==> config.mk <==
export PLATFORM = sky130hd
export DESIGN_NAME = serial_switch_loader
export DESIGN_NICKNAME = d
export VERILOG_FILES = /design/src/rtl/serial_switch_loader.sv
export SDC_FILE = /design/constraint.sdc
export NUM_CORES = 1
export LEC_CHECK = 0
export ABC_AREA = 1
export BUFFER_PORTS_ARGS = -buffer_cell sky130_fd_sc_hd__buf_2
export CAP_MARGIN = 20
export CORE_ASPECT_RATIO = 1.2
export CORE_MARGIN = 3
export CORE_UTILIZATION = 50
export CTS_BUF_LIST = sky130_fd_sc_hd__clkbuf_8
export CTS_CLUSTER_SIZE = 28
export DETAILED_ROUTE_END_ITERATION = 8
export GPL_ROUTABILITY_DRIVEN = 1
export GPL_TIMING_DRIVEN = 0
export PLACE_DENSITY = 0.73
export SYNTH_ARGS = -nofsm -noshare
export SYNTH_HDL_FRONTEND = slang
export SYNTH_SLANG_ARGS = --single-unit
==> constraint.sdc <==
create_clock -name clk -period 2.4 [get_ports clk]
set_input_delay 0.72 -clock clk [delete_from_list [all_inputs] [get_ports clk]]
set_output_delay 0.72 -clock clk [all_outputs]
set_load 0.005 [all_outputs]
==> src/rtl/serial_switch_loader.sv <==
module serial_switch_loader #(
  parameter int NUM_BYTES = 8,
  parameter int CLK_DIV   = 4
) (
  input  logic       clk,
  input  logic       rst_n,
  input  logic       rx_valid,
  input  logic [7:0] rx_byte,
  output logic       sck,
  output logic       sdo,
  output logic       cs_n,
  output logic       busy,
  output logic       frame_err
);
  localparam int TOTAL_BITS = NUM_BYTES * 8;
  localparam int BW = $clog2(TOTAL_BITS);
  localparam int CW = $clog2(NUM_BYTES + 1);
  localparam int DW = (CLK_DIV > 1) ? $clog2(CLK_DIV) : 1;

  logic                  in_frame, have_digit, bad;
  logic [7:0]            acc;
  logic [CW-1:0]         cnt;
  logic [TOTAL_BITS-1:0] frame_q, sr;
  logic [BW-1:0]         bitcnt;
  logic [DW-1:0]         div;

  wire        take     = rx_valid && !busy;
  wire        is_digit = rx_byte >= 8'h30 && rx_byte <= 8'h39;
  wire [11:0] acc_next = {4'd0, acc} * 12'd10 + {8'd0, rx_byte[3:0]};
  wire        last_ok  = have_digit && !bad && cnt == CW'(NUM_BYTES - 1);

  assign sdo  = sr[TOTAL_BITS-1];
  assign cs_n = !busy;

  always_ff @(posedge clk) begin
    if (!rst_n) begin
      in_frame <= 1'b0; have_digit <= 1'b0; bad <= 1'b0; acc <= '0; cnt <= '0;
      frame_q <= '0; sr <= '0; bitcnt <= '0; div <= '0;
      sck <= 1'b0; busy <= 1'b0; frame_err <= 1'b0;
    end else begin
      if (busy) begin
        if (div == DW'(CLK_DIV - 1)) begin
          div <= '0;
          if (!sck) sck <= 1'b1;
          else begin
            sck <= 1'b0;
            if (bitcnt == BW'(TOTAL_BITS - 1)) busy <= 1'b0;
            else begin
              sr     <= sr << 1;
              bitcnt <= bitcnt + 1'b1;
            end
          end
        end else div <= div + 1'b1;
      end
      if (take) begin
        if (rx_byte == 8'h3C) begin
          in_frame <= 1'b1; have_digit <= 1'b0; bad <= 1'b0;
          acc <= '0; cnt <= '0; frame_err <= 1'b0;
        end else if (in_frame) begin
          if (is_digit) begin
            acc <= acc_next[7:0];
            have_digit <= 1'b1;
            if (acc_next > 12'd255) bad <= 1'b1;
          end else if (rx_byte == 8'h2C) begin
            if (!have_digit || cnt >= CW'(NUM_BYTES - 1)) bad <= 1'b1;
            frame_q    <= {frame_q[TOTAL_BITS-9:0], acc};
            cnt        <= cnt + 1'b1;
            acc        <= '0;
            have_digit <= 1'b0;
          end else if (rx_byte == 8'h3E) begin
            in_frame <= 1'b0;
            if (last_ok) begin
              sr <= {frame_q[TOTAL_BITS-9:0], acc};
              busy <= 1'b1; bitcnt <= '0; div <= '0; sck <= 1'b0;
            end else frame_err <= 1'b1;
          end else bad <= 1'b1;
        end
      end
    end
  end

  a_r3_sck_idle: assert property (@(posedge clk) disable iff (!rst_n)
    cs_n |-> !sck);
  a_r4_sdo_steady: assert property (@(posedge clk) disable iff (!rst_n)
    (sck && $past(sck)) |-> $stable(sdo));
  a_r5_err_no_shift: assert property (@(posedge clk) disable iff (!rst_n)
    frame_err |-> !busy);
  a_r9_ignore_busy: assert property (@(posedge clk) disable iff (!rst_n)
    (busy && rx_valid) |=> ($stable(cnt) && $stable(in_frame) && $stable(frame_err)));
endmodule

# After elaboration in Yosys (flattened, before gate mapping)
# Index checks and enable logic that the tools add are counted.
[totals]
ff_bits = 146
wordCells = 134
input_bits = 11
[classes]
order_cmp = 4
bitwise_logic = 2
n_addsub = 4
reduce_logical = 17
mux = 82
eq_ne = 12
mul = 1
[op_table]
columns = ["op", "n"]
rows = [
  ["$mux W64", 11],
  ["$mux W6", 11],
  ["$mux W1", 43],
  ["$mux W8", 4],
  ["$eq A8 B6 Y1 const B", 3],
  ["$mux W2", 9],
  ["$mux W4", 4],
  ["$add A12 B4 Y12", 1],
  ["$gt A12 B8 Y1 const B", 1],
  ["$mul A8 B3 Y11 const B", 1],
  ["$reduce_and A5 Y1", 2],
  ["$ge A8 B6 Y1 const B", 1],
  ["$le A8 B6 Y1 const B", 1],
  ["$add A6 B1 Y6 const B", 1],
  ["$eq A6 B6 Y1 const B", 1],
  ["$reduce_and A6 Y1", 1],
  ["$reduce_bool A2 Y1", 3],
  ["$add A4 B1 Y4 const B", 1],
  ["$eq A4 B3 Y1 const B", 1],
  ["$ge A4 B3 Y1 const B", 1],
  ["$logic_and A1 B1 Y1", 4],
  ["$ne A2 B1 Y1 const B", 2],
  ["$ne A4 B3 Y1 const B", 1],
  ["$ne A4 B4 Y1 const B", 1],
  ["other kinds (10)", 13],
]

# Logic depth before layout (Yosys ltp)
[logic_depth]
ltp_word = 12
ltp_mapped = 15

# Worst setup path after synthesis
# No wires, ideal clock.
[synth_path]
path_kind = "input to register"
from = "in rx_byte[1]"
to = "reg bad"
setup_ns = 0.120
path_stages = 12
arrival_time_ns = 2.076
slack_ns = 0.204
path_cell_list = "ha_1 fa_1 nand2_1 inv_1 o21ai_0 nand2_1 nor2_1 nand2_1 nand2_1 nand2_1 nand2_1 a21oi_1"
[synth_between]
elab_chain_cells = 5
elab_cells_between_ends = 17
[synth_lines]
columns = ["item", "line_no", "source"]
rows = [
  ["start, declared", "8", "input logic [7:0] rx_byte,"],
  ["branches (longest 5 deep; another with $add A12 B4 Y12)", "-", ""],
  ["end signal, assigned", "57", "in_frame <= 1'b1; have_digit <= 1'b0; bad <= 1'b0;"],
  ["end signal, assigned", "63", "if (acc_next > 12'd255) bad <= 1'b1;"],
  ["end signal, assigned", "65", "if (!have_digit || cnt >= CW'(NUM_BYTES - 1)) bad <= 1'b1;"],
  ["end, declared", "20", "logic in_frame, have_digit, bad;"],
]
# Several ways; the timed one is not identified. The select of a mux whose other input is x is not followed.
# A chain may end at the register's enable or synchronous reset.

# Final worst setup path
[layout_path]
from = "reg acc[1]"
to = "reg bad"
[layout_between]
elab_chain_cells = 5
[layout_lines]
columns = ["item", "line_no", "source"]
rows = [
  ["start, declared", "21", "logic [7:0] acc;"],
  ["start signal, assigned", "61", "acc <= acc_next[7:0];"],
  ["$mul A8 B3 Y11", "29", "wire [11:0] acc_next = {4'd0, acc} * 12'd10 + {8'd0, rx_byte[3:0]};"],
  ["$add A12 B4 Y12", "29", ""],
  ["$gt A12 B8 Y1", "63", ""],
  ["$ne A3 B1 Y1 (no line)", "-", ""],
  ["$reduce_and A5 Y1 (no line)", "-", ""],
  ["end signal, assigned", "37", "in_frame <= 1'b0; have_digit <= 1'b0; bad <= 1'b0; acc <= '0; cnt <= '0;"],
  ["end signal, assigned", "63", ""],
  ["end signal, assigned", "65", ""],
]
# Every way passes these cells.

==> metrics.txt <==
total length of routed wires 14100 µm; Worst Path Class, Setup flip-flop to flip-flop; most common cell after layout, fill and taps aside nand2_1; WP data arrival 2.64 ns; DRT antenna net count 0; type of origin of the critical path flip-flop; count of pins over their slew limit 0; Buf/Inv on CP 1; area leader, netlist dfxtp_1; vias 5355; Rows 45; Setup violations, final 0; Worst path max stage delay 0.46 ns; max frequency about 0.44 GHz; CP most frequent cell nand2_1; Mapped Area 6540 µm²; crit end category flip-flop; Core Region 12700 µm²; Critical Path Fanout Max 6; main area contributors after synthesis dfxtp_1 (45%), nand2_1 (11%), mux2i_1 (9.6%); TritonCTS buffer count 17; unrepaired setup endpoints after global routing false; Die ar. 14500 µm²; fin util 0.570; ANT cells 0; final worst setup slack 0.136 ns; initial drt markers 254; Final period util 0.943; synthesized flop and latch total 146; first-pass GRT wire length 23600 µm; Routed WL per cell 14.1 µm; Crit path required time 2.77 ns; GRT Total Usage 0.202; Largest delay share family, worst path adder cells; Synth cell types 36; Reg clk slew, reported paths 0.08 ns; status complete, no violations; Min-Delay Path Class flip-flop to flip-flop; hold-fix buffers at CTS 0; Post-DP HPWL 10100 µm; pin count of the biggest net entering global routing 17; DRC Markers 0; Initial Utilization 0.514; Syn-to-layout area delta 10.9%; Non-Filler Instances 999; CTS resizes 1; Seq/Total Area, Yosys 0.447; Slew Limit Headroom 0.562; Die H 131 µm; post-layout min period about 2.3 ns; antenna violations before repair 0; Synth Warn # 0; setup TNS 0 ns; Final Hold Viols 0; Die Wd 110 µm; Post-Syn Instances 789; clk_lat worst skew 0.44 ns; Setup WS pre-CTS -0.183 ns; Cell Pwr Density 632 nW/µm²; final-layout fill cell count 1213; Max Root-Sink Buffers 2; setup bufs post-CTS 0; Max Cap Viol 0; syn_area_per_cell just over 8 µm²; most frequent cells in the layout nand2_1 (195), dfxtp_1 (144), a21oi_1 (84), nand3_1 (74); TritonCTS clock tree built; area used by multi-input combinational logic around 3200 µm²; vias per inst 5.36; share of cells above drive strength 1 0.121; GP Congestion 0.842; Clock Skew 0.0114 ns; total iterations of the first detailed-routing run 5; total power 4590 µW; number of nets in the layout 853; register area 2930 µm²; number of clock sinks 146; critical path cell sequence ha_1, ha_2, inv_1, fa_2, nand3b_1, nor2_1, nand2_1, nand2_1, nand2_1, nand2_1, nand2_1, a21oi_1; CTS root buf clkbuf_8; grt ovf 0; share of Yosys cell area claimed by the top area cell type 0.447; placed cells 967; Peak VDD IR ~0.3 mV; worst-margin pin slew between 0.6 and 0.7 ns; Worst path slowest cell fa_2; H-tree level count 4; # IOs 16; Port-buffer cells 14; Mapped Nets 820; vias in the first global route 5001; Leak Pwr approximately 0.0030 µW
per-layer routing:
| metal | vias up | part of all wire | GRT usage | wire (µm) |
|---|---|---|---|---|
| met1 | 2450 | 0.46 | 0.266 | 6430 |
| li1 | 2783 | - | - | - |
| met5 | - | 0 | 0 | 0 |
| met3 | 12 | 0.041 | 0.0447 | 574 |
| met4 | 0 | 0.010 | 0.0568 | 141 |
| met2 | 110 | 0.49 | 0.331 | 6960 |
sequential cells by signal, summed over array words and instances, names as in the netlist:
signal	cells
sr	64
frame_q	56
acc	8
bitcnt	6
cnt	4
div	2
bad	1
busy	1
frame_err	1
have_digit	1
in_frame	1
sck	1
worst min-delay path, delay by kind of cell, from the launching register on:
| family | cells | cell delay [ns] |
|---|---|---|
| AOI/OAI and AO/OA | 1 | 0.05 |
| DFF | 1 | 0.31 |
| and+or+nand+nor | 1 | 0.06 |
metrics by stage:
stage,hold WS (ns),instance area (µm²)
detailed placement,0.451,6810
global route,0.490,7250
finish,0.461,7250
global placement,0.450,6810
floorplan,0.435,6540
CTS,0.463,7240
path summary, 6_finish.rpt:
| path | cells after the start | slack (ns) | start | endpoint |
|---|---|---|---|---|
| worst max-delay path | 12 | 0.14 | acc[1] | bad |
| worst min-delay path | 2 | 0.46 | frame_q[53] | frame_q[53] |
| worst max register to register | 12 | 0.14 | acc[1] | bad |
| worst min register to register | 2 | 0.46 | frame_q[53] | frame_q[53] |
cell type report:
class,instances,area share
clock buffer,19,0.0361
inverter,34,0.0176
multi-input combinational,555,0.437
timing repair buffer,14,0.00966
sequential,146,0.404
buffer,54,0.0442
tap,164,0.0283
clock inverter,13,0.0231
where the power goes:
part	switching (µW)	internal, µW
Clock	889	1170
Combinational	80.1	26.1
Sequential	0.132	2420
cell families after synthesis:
| group | Yosys count | share of synthesized area |
|---|---|---|
| muxes | 63 | 0.0965 |
| and+or+nand+nor | 308 | 0.203 |
| AOI/OAI and AO/OA | 160 | 0.138 |
| DFF | 146 | 0.447 |
| buffers and inverters | 88 | 0.0685 |
| adders and majority gates | 20 | 0.0406 |
| xor gates and xnor gates | 4 | 0.00536 |
cells in the mapped netlist (all sizes together):
cell type  number
fa              2
o21ai           8
mux2i          63
o22ai          63
ha             18
buf            37
nor3            3
dfxtp         146
xor2            2
xnor2           2
nand2         198
a31oi           1
nor2           25
nand3          75
a211oi          2
inv            32
nor4            1
or2             3
clkinv          2
nand3b          3
clkbuf         17
a21oi          86
Note: power is estimated with default switching activity, not from simulation.
